$ cat config.mk
export PLATFORM = sky130hd
export DESIGN_NAME = alu_sized_flags
export DESIGN_NICKNAME = d
export VERILOG_FILES = /design/src/rtl/alu_sz_pkg.sv /design/src/rtl/alu_width_mask.sv /design/src/rtl/alu_lane.sv /design/src/rtl/alu_exec.sv /design/src/rtl/alu_flag_reg.sv /design/src/rtl/alu_sized_flags.sv
export SDC_FILE = /design/constraint.sdc
export NUM_CORES = 1
export LEC_CHECK = 0
export BUFFER_PORTS_ARGS = -buffer_cell sky130_fd_sc_hd__clkbuf_2
export CORE_ASPECT_RATIO = 0.9
export CORE_MARGIN = 2
export CORE_UTILIZATION = 38
export CTS_CLUSTER_DIAMETER = 30
export DETAILED_ROUTE_END_ITERATION = 10
export GPL_TIMING_DRIVEN = 0
export SYNTH_ARGS = -nofsm -noshare
export SYNTH_HDL_FRONTEND = slang
export SYNTH_HIERARCHICAL = 1
export SYNTH_SLANG_ARGS = --single-unit
$ cat constraint.sdc
create_clock -name clk -period 5.27 [get_ports clk]
set_input_delay 0 -clock clk [delete_from_list [all_inputs] [get_ports clk]]
set_output_delay 0 -clock clk [all_outputs]
set_load 0.005 [all_outputs]
$ cat src/rtl/alu_sz_pkg.sv
package alu_sz_pkg;

  localparam int XLEN    = 64;
  localparam int NSZ     = $clog2(XLEN / 8) + 1;
  localparam int SZW     = $clog2(NSZ);
  localparam int OPW     = 3;

  typedef enum logic [OPW-1:0] {
    OP_ADD  = 3'd0,
    OP_SUB  = 3'd1,
    OP_CMP  = 3'd2,
    OP_TEST = 3'd3,
    OP_AND  = 3'd4,
    OP_XOR  = 3'd5,
    OP_NOT  = 3'd6,
    OP_RSV  = 3'd7
  } op_e;

  typedef struct packed {
    logic c;
    logic z;
    logic s;
    logic o;
  } flags_t;

endpackage

$ cat src/rtl/alu_width_mask.sv
module alu_width_mask
  import alu_sz_pkg::*;
#(
  parameter int W   = XLEN,
  parameter int NS  = NSZ,
  localparam int SW = $clog2(NS)
) (
  input  logic [SW-1:0] size,
  output logic [W-1:0]  mask,
  output logic [W-1:0]  top_bit
);

  // width in bits for the current size code: 8 << size
  always_comb begin
    for (int j = 0; j < W; j++) begin
      mask[j]    = (j < (8 << int'(size)));
      top_bit[j] = (j == ((8 << int'(size)) - 1));
    end
  end

endmodule

$ cat src/rtl/alu_lane.sv
module alu_lane #(
  parameter int LW = 8
) (
  input  logic [LW-1:0] a,
  input  logic [LW-1:0] b,
  input  logic          is_sub,
  output logic [LW-1:0] sum,
  output logic          carry,
  output logic          ovf
);

  logic [LW:0] ext;
  logic        a_s, b_s, r_s;

  always_comb begin
    if (is_sub) ext = {1'b0, a} - {1'b0, b};
    else        ext = {1'b0, a} + {1'b0, b};
  end

  assign sum   = ext[LW-1:0];
  assign carry = ext[LW];         // carry out on add, borrow on subtract
  assign a_s   = a[LW-1];
  assign b_s   = b[LW-1];
  assign r_s   = ext[LW-1];

  always_comb begin
    if (is_sub) ovf = (a_s != b_s) && (r_s != a_s);
    else        ovf = (a_s == b_s) && (r_s != a_s);
  end

endmodule

$ cat src/rtl/alu_exec.sv
module alu_exec
  import alu_sz_pkg::*;
#(
  parameter int W   = XLEN,
  parameter int NS  = NSZ,
  localparam int SW = $clog2(NS)
) (
  input  logic          clk,
  input  logic          rst_n,
  input  logic          valid,
  input  op_e           op,
  input  logic [SW-1:0] size,
  input  logic [W-1:0]  dst,
  input  logic [W-1:0]  src,
  output logic [W-1:0]  res,
  output logic          wr,
  output logic          upd,
  output flags_t        nxt
);

  logic [W-1:0] mask, top_bit;
  logic [W-1:0] lane_sum [NS];
  logic         lane_c   [NS];
  logic         lane_o   [NS];
  logic         is_sub, is_arith, legal;
  logic [W-1:0] raw;

  assign is_sub   = (op == OP_SUB) || (op == OP_CMP);
  assign is_arith = (op == OP_ADD) || is_sub;
  assign legal    = (op != OP_RSV);

  alu_width_mask #(.W(W), .NS(NS)) u_mask (
    .size    (size),
    .mask    (mask),
    .top_bit (top_bit)
  );

  for (genvar i = 0; i < NS; i++) begin : g_lane
    localparam int LW = 8 << i;
    logic [LW-1:0] s;
    alu_lane #(.LW(LW)) u_lane (
      .a      (dst[LW-1:0]),
      .b      (src[LW-1:0]),
      .is_sub (is_sub),
      .sum    (s),
      .carry  (lane_c[i]),
      .ovf    (lane_o[i])
    );
    if (LW < W) begin : g_ext
      assign lane_sum[i] = {{(W-LW){1'b0}}, s};
    end else begin : g_full
      assign lane_sum[i] = s;
    end
  end

  always_comb begin
    unique case (op)
      OP_ADD, OP_SUB, OP_CMP: raw = lane_sum[size];
      OP_TEST, OP_AND:        raw = dst & src;
      OP_XOR:                 raw = dst ^ src;
      OP_NOT:                 raw = ~dst;
      default:                raw = '0;
    endcase
  end

  assign res = raw & mask;

  always_comb begin
    nxt.z = (res == '0);
    nxt.s = |(res & top_bit);
    nxt.c = is_arith ? lane_c[size] : 1'b0;
    nxt.o = is_arith ? lane_o[size] : 1'b0;
  end

  always_comb begin
    unique case (op)
      OP_ADD, OP_SUB, OP_AND, OP_XOR, OP_NOT: wr = valid;
      default:                                wr = 1'b0;
    endcase
  end

  assign upd = valid && legal;

  p_cmp_test_no_wr_r4: assert property (@(posedge clk) disable iff (!rst_n)
    valid && (op == OP_CMP || op == OP_TEST) |-> !wr);

  p_upper_zero_r1: assert property (@(posedge clk) disable iff (!rst_n)
    (size != SW'(NS-1)) |-> (res[W-1:W/2] == '0));

  p_borrow_ltu_r8: assert property (@(posedge clk) disable iff (!rst_n)
    valid && is_sub |-> (nxt.c == ((dst & mask) < (src & mask))));

  p_wr_needs_valid_r12: assert property (@(posedge clk) disable iff (!rst_n)
    !valid |-> !wr);

endmodule

$ cat src/rtl/alu_flag_reg.sv
module alu_flag_reg
  import alu_sz_pkg::*;
(
  input  logic   clk,
  input  logic   rst_n,
  input  logic   upd,
  input  flags_t nxt,
  output flags_t flags
);

  always_ff @(posedge clk or negedge rst_n) begin
    if (!rst_n)   flags <= '0;
    else if (upd) flags <= nxt;
  end

  p_hold_r10: assert property (@(posedge clk) disable iff (!rst_n)
    !upd |=> $stable(flags));

  p_capture_r10: assert property (@(posedge clk) disable iff (!rst_n)
    upd |=> (flags == $past(nxt)));

endmodule

$ cat src/rtl/alu_sized_flags.sv
module alu_sized_flags
  import alu_sz_pkg::*;
(
  input  logic              clk,
  input  logic              rst_n,
  input  logic              in_valid,
  input  logic [OPW-1:0]    in_op,
  input  logic [SZW-1:0]    in_size,
  input  logic [XLEN-1:0]   in_dst,
  input  logic [XLEN-1:0]   in_src,
  output logic [XLEN-1:0]   res_data,
  output logic              res_we,
  output logic              flag_c,
  output logic              flag_z,
  output logic              flag_s,
  output logic              flag_o
);

  op_e    op;
  logic   upd;
  flags_t nxt, flags;

  assign op = op_e'(in_op);

  alu_exec #(.W(XLEN), .NS(NSZ)) u_exec (
    .clk   (clk),
    .rst_n (rst_n),
    .valid (in_valid),
    .op    (op),
    .size  (in_size),
    .dst   (in_dst),
    .src   (in_src),
    .res   (res_data),
    .wr    (res_we),
    .upd   (upd),
    .nxt   (nxt)
  );

  alu_flag_reg u_flags (
    .clk   (clk),
    .rst_n (rst_n),
    .upd   (upd),
    .nxt   (nxt),
    .flags (flags)
  );

  assign flag_c = flags.c;
  assign flag_z = flags.z;
  assign flag_s = flags.s;
  assign flag_o = flags.o;

  p_logic_clears_r9: assert property (@(posedge clk) disable iff (!rst_n)
    in_valid && (op == OP_TEST || op == OP_AND || op == OP_XOR || op == OP_NOT)
    |=> (!flag_c && !flag_o));

  p_zf_tracks_r7: assert property (@(posedge clk) disable iff (!rst_n)
    res_we |=> (flag_z == ($past(res_data) == '0)));

endmodule

---- Word-level counts from Yosys, hierarchy flattened ----
Cells that the tools add are included.
W data, S select, Z words.
storage, ports and cells
  memories kept ........................... 0
  ROM bits ................................ 0
  latch bits .............................. 0
  register bits ........................... 4
  logic and storage cells ................. 206
  output and inout bits ................... 69
  RAM bits ................................ 0
  input port bits ......................... 136
cells by class
  divide/modulo/power cells ............... 0
  add/subtract/negate cells ............... 9
  shift operators ......................... 1
  reductions and logical operators ........ 18
  eq/ne operators ......................... 82
  muxes and demuxes ....................... 21
  bitwise logic cells ..................... 6
  $lt $le $gt $ge ......................... 65
  multipliers ............................. 0
operators with widths
  operator               number
  $eq A7 B32 Y1 const A  32
  $lt A7 B32 Y1 const A  32
  $eq A6 B32 Y1 const A  16
  $lt A6 B32 Y1 const A  16
  $eq A5 B32 Y1 const A  8
  $lt A5 B32 Y1 const A  8
  $pmux W64 S4           1
  $and A64 B64 Y64       3
  $bmux W64 S2           1
  $eq A4 B32 Y1 const A  4
  $lt A4 B32 Y1 const A  4
  $mux W64               2
  $add A64 B64 Y65       1
  $mux W65               1
  $sub A64 B64 Y65       1
  $eq A3 B32 Y1 const A  2
  $logic_not A64 Y1      1
  $lt A3 B32 Y1 const A  2
  $not A64 Y64           1
  $reduce_or A64 Y1      1
  $xor A64 B64 Y64       1
  $add A32 B32 Y33       1
  $mux W33               1
  $sub A32 B32 Y33       1
  28 further kinds       61

---- Logic depth before layout (Yosys ltp) ----
  depth in word-level cells ............... 10
  depth in mapped cells ................... 29
  gate-level depth less buffers ........... 28

---- Cells and area by module ----
The synthesis kept the hierarchy.
by module, submodules not included
  module                              area each (µm²)  cells an instance  times used  seq. area each (µm²)
  alu_lane (u_exec.g_lane[3].u_lane)  5162.5           771                1           0.0
  alu_exec                            5001.0           707                1           0.0
  alu_lane (u_exec.g_lane[2].u_lane)  2537.4           370                1           0.0
  alu_lane (u_exec.g_lane[1].u_lane)  1127.3           163                1           0.0
  alu_width_mask                      1007.2           135                1           0.0
  alu_lane (u_exec.g_lane[0].u_lane)  523.0            74                 1           0.0
  alu_flag_reg                        145.1            8                  1           100.1

---- Worst setup path after synthesis ----
OpenSTA, ideal clock, no wires.
  path kind ............................... in2reg
  from .................................... input in_op[0]
  to ...................................... register, netlist name u_flags/flags[1]
  path buffers ............................ 5
  cell stages on the path ................. 25
  path slack .............................. -0.390 ns
  arrival time ............................ 5.536 ns
  cells stage by stage .................... buf_4 nor2b_1 clkbuf_1 clkbuf_1 o21ba_2 clkbuf_1 buf_1 mux2i_1 ha_1 nor2b_1 o2111ai_1 a211oi_2 o21ai_2 a311oi_2 a31oi_2 a21oi_2 a31oi_1 xnor2_2 nand4_1 a31oi_1 a222oi_1 o2111ai_1 or3_1 or4_1 mux2_2
RTL lines
  element          line                  source
  start, declared  alu_sized_flags.sv:7  input logic [OPW-1:0] in_op,

==> flow_results.org <==
** Outcome
- The flow ran to the end, but the final reports show violations.
- The checks that failed: negative setup slack.

** Synth
- Counting flops with an async set or reset pin after synthesis yields a share of 1.00.
- Synthesis Warnings :: 6
- Flip-flop cell with the highest count after synthesis :: sky130_fd_sc_hd__dfrtp_1
- Count of unique library cells instantiated by Yosys :: about 110
- Proportion of synthesized chip area in sequential cells :: 0.00646
- In this run, synthesis inferred 0 flip-flops with an integrated enable.
- Total of flip-flops plus latches after synthesis :: 4
- Synthesized netlist cell count :: about 2200
- Largest area contributor in the netlist :: sky130_fd_sc_hd__ha_1
- A synthesized cell averages about 7 sq um.
- The share of synthesized area in the top cell type comes to 0.153.
- Netlist area before placement :: approximately 0.016 sq mm
- Sorting the synthesized cells by area gives the leading types as sky130_fd_sc_hd__ha_1 (15%), sky130_fd_sc_hd__xnor2_1 (9.7%), sky130_fd_sc_hd__a21oi_1 (6.4%).

** Route
- Summing over every cut layer, the via total after detailed routing is around 19000.
- Count of nets left with antenna violations after detail routing :: 0
- Drt first-iter violations :: 1984
- Met3 wire length :: between 6 and 7 mm
- In the final routed layout, each cell accounts on average for between 20 and 25 microns.
- Number of detailed-routing iterations run before antenna repair :: 6
- WL met1 :: 32.7 mm
- Via count normalized by instance count :: 6.09
- Wire segments on met2 add up to approximately 32 mm in the final route.
- Final routed DRC violation total :: 0
- The final layout contains routed wiring with a total length of approximately 75 mm.
- Top layer in use :: met5

** STA
- Pins Over Slew Limit :: 0
- Share of the cycle needed by the critical path after routing :: 1.08
- Timing would allow up to approximately 0.18 GHz.
- Setup repair after global routing could not meet its margin everywhere.
- On the final layout, the worst hold slack is roughly 0.13 ns.
- Counting I/O delays and the setup requirement, the final critical path takes around 5.7 ns.
- Setup tns final :: -0.784 ns
- Headroom to the max-slew limit came out at 0.348.
- Final setup violating endpoints :: 2
- Slew at the pin with the worst max-slew slack :: slightly below 1 ns
- Across all setup checks in the final design, the least slack found is -0.412 ns.
- The final hold violation count came to 0.
- For the final database, setup skew stands at 0 ns.

** Critical path
- Grouping stages by cell kind, the critical path spends the most delay in compound AO/OA/AOI/OAI gates.
- Of all nets on the critical path, the largest fanout is 37.
- Critical Path Source Type :: input pin
- Among all stages on the critical path, the largest delay is contributed by sky130_fd_sc_hd__or4_4.
- Together, buffers and inverters on the worst path number 7.
- CP Data Required Time :: approximately 5.4 ns
- Arrival time of the worst setup path :: between 5 and 6 ns
- Critical setup path kind :: in -> reg
- The worst setup path is captured at a flip-flop.
- Cell with the most instances on the worst path :: sky130_fd_sc_hd__a31oi_4
- In this design, the stage delay of the slowest critical-path cell is slightly below 0.6 ns.

** Power and ir drop
- Relative contribution of the clock network to total power :: 0.038
- Internal power consumption :: roughly 0.0013 W
- Of the total power, registers draw 0.012.
- The analysis attributes to net switching a power of 0.00176 W.
- VDD IR max :: 0.149 mV
- For this design the static power due to leakage is 8.52 nW.
- Logic gate share of total power :: 0.950
- Sw frac :: 0.570
- Pwr Total :: just over 0.003 W
- For this design the ratio of total power to cell area is 162 mW/mm^2.

** Final layout
- Final core utilization :: 0.474
- The library cells used most frequently in the layout, excluding fill and tap cells, are sky130_fd_sc_hd__buf_4 (197), sky130_fd_sc_hd__clkbuf_2 (189), sky130_fd_sc_hd__a21oi_1 (186).
- Biggest registers after layout :: u_flags/flags: 4 flops
- The register with the most flip-flops in the final layout is u_flags/flags.
- Leaving out fill and tap cells, the most frequent cell in the layout is sky130_fd_sc_hd__buf_4.
- Fraction of layout cells with a size suffix above 1 :: 0.250
- 0 antenna diodes ended up in the layout.
- After routing the design area is 0.0192 sq mm.
- The register with the most flip-flops in the layout has 4 of them.
- Layout Nets :: 2894
- Layout Area Growth over Synthesis :: 23.6%
- Fill cells in the final layout number roughly 4200.

** Global route
- The first global-routing pass estimated approximately 110 mm of wire.
- Via count of the first global-routing pass :: approximately 18000
- Aggregate global-route resource usage :: 0.337
- Largest net degree at the start of global routing :: 38
- Sum of overflow across all layers after global routing :: 0
- The initial antenna violation count was 3.

** Placed design
- The HPWL after detailed placement is between 50 and 60 mm.
- The congestion estimate from routability-driven global placement came to 0.987.
- Placed cell area :: 0.0175 sq mm
- Number of port buffers :: around 200

** Clock network
- Clock tree synthesis found a total of 4 sinks.
- TritonCTS built the clock tree.
- Library cell used as clock root buffer :: sky130_fd_sc_hd__clkbuf_16
- CTS clock-pin slew for the worst setup and hold paths :: around 0.030 ns
- Counting along the longest clock path gives a buffer depth of 2.
- Clock latency of the later-clocked register in the worst-skew pair :: about 0.22 ns
- Maximum level of the CTS H-tree :: 1
- Number of buffers created by CTS :: 3

** Die
- The die is 196 microns tall.
- The region available for standard cell placement spans between 0.04 and 0.05 sq mm.
- DIE AREA :: approximately 0.042 sq mm
- Initial standard-cell utilization of the core :: 0.383
- I/O pins :: 205
- The initialized floorplan defines 70 standard-cell rows.
- X dimension of the die :: 217 microns

** Run
- Across the run, the number of max-cap violations was 0.

** Worst hold path
- The min-delay analysis places its worst path in the category in -> async.
[through the flow]
stage	instances	setup WS, ns
2_1_floorplan	2293	0.0109
3_3_place_gp	3037	-2.98
4_1_cts	3075	-0.549
5_1_grt	3102	-0.520
3_5_place_dp	3037	-3.01
6_report	3102	-0.412
[Yosys cell counts (6+ instances only)]
| master | n |
|---|---|
| sky130_fd_sc_hd__mux2i_1 | 23 |
| sky130_fd_sc_hd__a31oi_1 | 74 |
| sky130_fd_sc_hd__or4_1 | 10 |
| sky130_fd_sc_hd__a32oi_1 | 31 |
| sky130_fd_sc_hd__a32o_1 | 8 |
| sky130_fd_sc_hd__a21oi_1 | 198 |
| sky130_fd_sc_hd__a221oi_1 | 14 |
| sky130_fd_sc_hd__a211o_1 | 9 |
| sky130_fd_sc_hd__o31ai_1 | 8 |
| sky130_fd_sc_hd__o221ai_1 | 12 |
| sky130_fd_sc_hd__clkbuf_1 | 73 |
| sky130_fd_sc_hd__nand3b_1 | 9 |
| sky130_fd_sc_hd__and2_1 | 18 |
| sky130_fd_sc_hd__a21o_1 | 50 |
| sky130_fd_sc_hd__ha_1 | 190 |
| sky130_fd_sc_hd__nand2_1 | 185 |
| sky130_fd_sc_hd__nor2b_1 | 86 |
| sky130_fd_sc_hd__o211ai_1 | 29 |
| sky130_fd_sc_hd__nand4_1 | 55 |
| sky130_fd_sc_hd__nor4_1 | 27 |
| sky130_fd_sc_hd__a21boi_0 | 6 |
| sky130_fd_sc_hd__o21ai_0 | 95 |
| sky130_fd_sc_hd__nand2b_1 | 25 |
| sky130_fd_sc_hd__nor3_1 | 49 |
| sky130_fd_sc_hd__nand3_1 | 35 |
| sky130_fd_sc_hd__mux2_2 | 14 |
| sky130_fd_sc_hd__buf_1 | 9 |
| sky130_fd_sc_hd__mux4_2 | 10 |
| sky130_fd_sc_hd__buf_4 | 123 |
| sky130_fd_sc_hd__xor2_1 | 51 |
| sky130_fd_sc_hd__inv_1 | 86 |
| sky130_fd_sc_hd__xnor2_1 | 171 |
| sky130_fd_sc_hd__a211oi_1 | 13 |
| sky130_fd_sc_hd__a22o_1 | 11 |
| sky130_fd_sc_hd__o21a_1 | 13 |
| sky130_fd_sc_hd__o21bai_1 | 19 |
| sky130_fd_sc_hd__nor2_1 | 160 |
| sky130_fd_sc_hd__a22oi_1 | 19 |
| sky130_fd_sc_hd__nor3b_1 | 7 |
| sky130_fd_sc_hd__and3b_1 | 28 |
| sky130_fd_sc_hd__and3_1 | 20 |
| sky130_fd_sc_hd__buf_2 | 30 |
[cell type report]
type	count	area, sq um	share of cell area
Tap cell	540	676	0.0353
Timing Repair Buffer	285	1810	0.0944
Buffer	219	1480	0.0770
Clock buffer	3	75.1	0.00392
Inverter	86	323	0.0168
Sequential cell	4	100	0.00522
Multi-Input combinational cell	1965	14700	0.767
[routing by layer]
metal / GRT usage / vias up
li1: - / 8744
met1: 0.467 / 8960
met2: 0.533 / 1002
met3: 0.0431 / 172
met4: 0.120 / 6
met5: 0 / -
[power by group through the flow]
stage          Sequential (W)  Combinational, W  Clock, W
6_report            0.0000365           0.00294  0.000117
4_1_cts             0.0000366           0.00276  0.000119
3_3_place_gp        0.0000364           0.00257         0
2_1_floorplan       0.0000365           0.00180         0
3_5_place_dp        0.0000368           0.00260         0
5_1_grt             0.0000369           0.00313  0.000123
[path summary, 6_finish.rpt]
| check | slack, ns | start | end | cells after the start |
|---|---|---|---|---|
| worst max-delay path | -0.41 | in_op[2] | u_flags/flags[1]$_DFFE_PN0P_ | 26 |
| worst min-delay path | 0.13 | rst_n | u_flags/flags[2]$_DFFE_PN0P_ | 2 |
| worst max register to register | 4.50 | u_flags/flags[1]$_DFFE_PN0P_ | u_flags/flags[1]$_DFFE_PN0P_ | 1 |
| worst min register to register | 0.51 | u_flags/flags[2]$_DFFE_PN0P_ | u_flags/flags[2]$_DFFE_PN0P_ | 1 |
| max in group asynchronous | 5.02 | rst_n | u_flags/flags[0]$_DFFE_PN0P_ | 2 |
| min in group clk | 0.40 | in_valid | u_flags/flags[2]$_DFFE_PN0P_ | 3 |
[kinds of logic (layout without fill, tap and decap cells)]
| logic type | count (synthesis) | in the layout | share of synthesized area |
|---|---|---|---|
| other | 2 | 67 | 0.000484 |
| buffers and inverters | 324 | 593 | 0.112 |
| muxes | 47 | 47 | 0.0395 |
| AOI/OAI and AO/OA | 683 | 683 | 0.303 |
| xor gates and xnor gates | 225 | 225 | 0.129 |
| DFF | 4 | 4 | 0.00646 |
| and+or+nand+nor | 749 | 749 | 0.252 |
| adders and majority gates | 194 | 194 | 0.159 |
[repair_timing]
| item | in CTS | in global routing |
|---|---|---|
| setup endpoints to repair | 63 | 11 |
| endpoints found under the hold margin | 4 | 0 |
| gates resized for setup | 153 | 113 |
| pin swaps | 43 | 57 |
| buffers inserted | 44 | 36 |
| hold buffers | 1 | 0 |
Power figures use the tool's default switching activity.
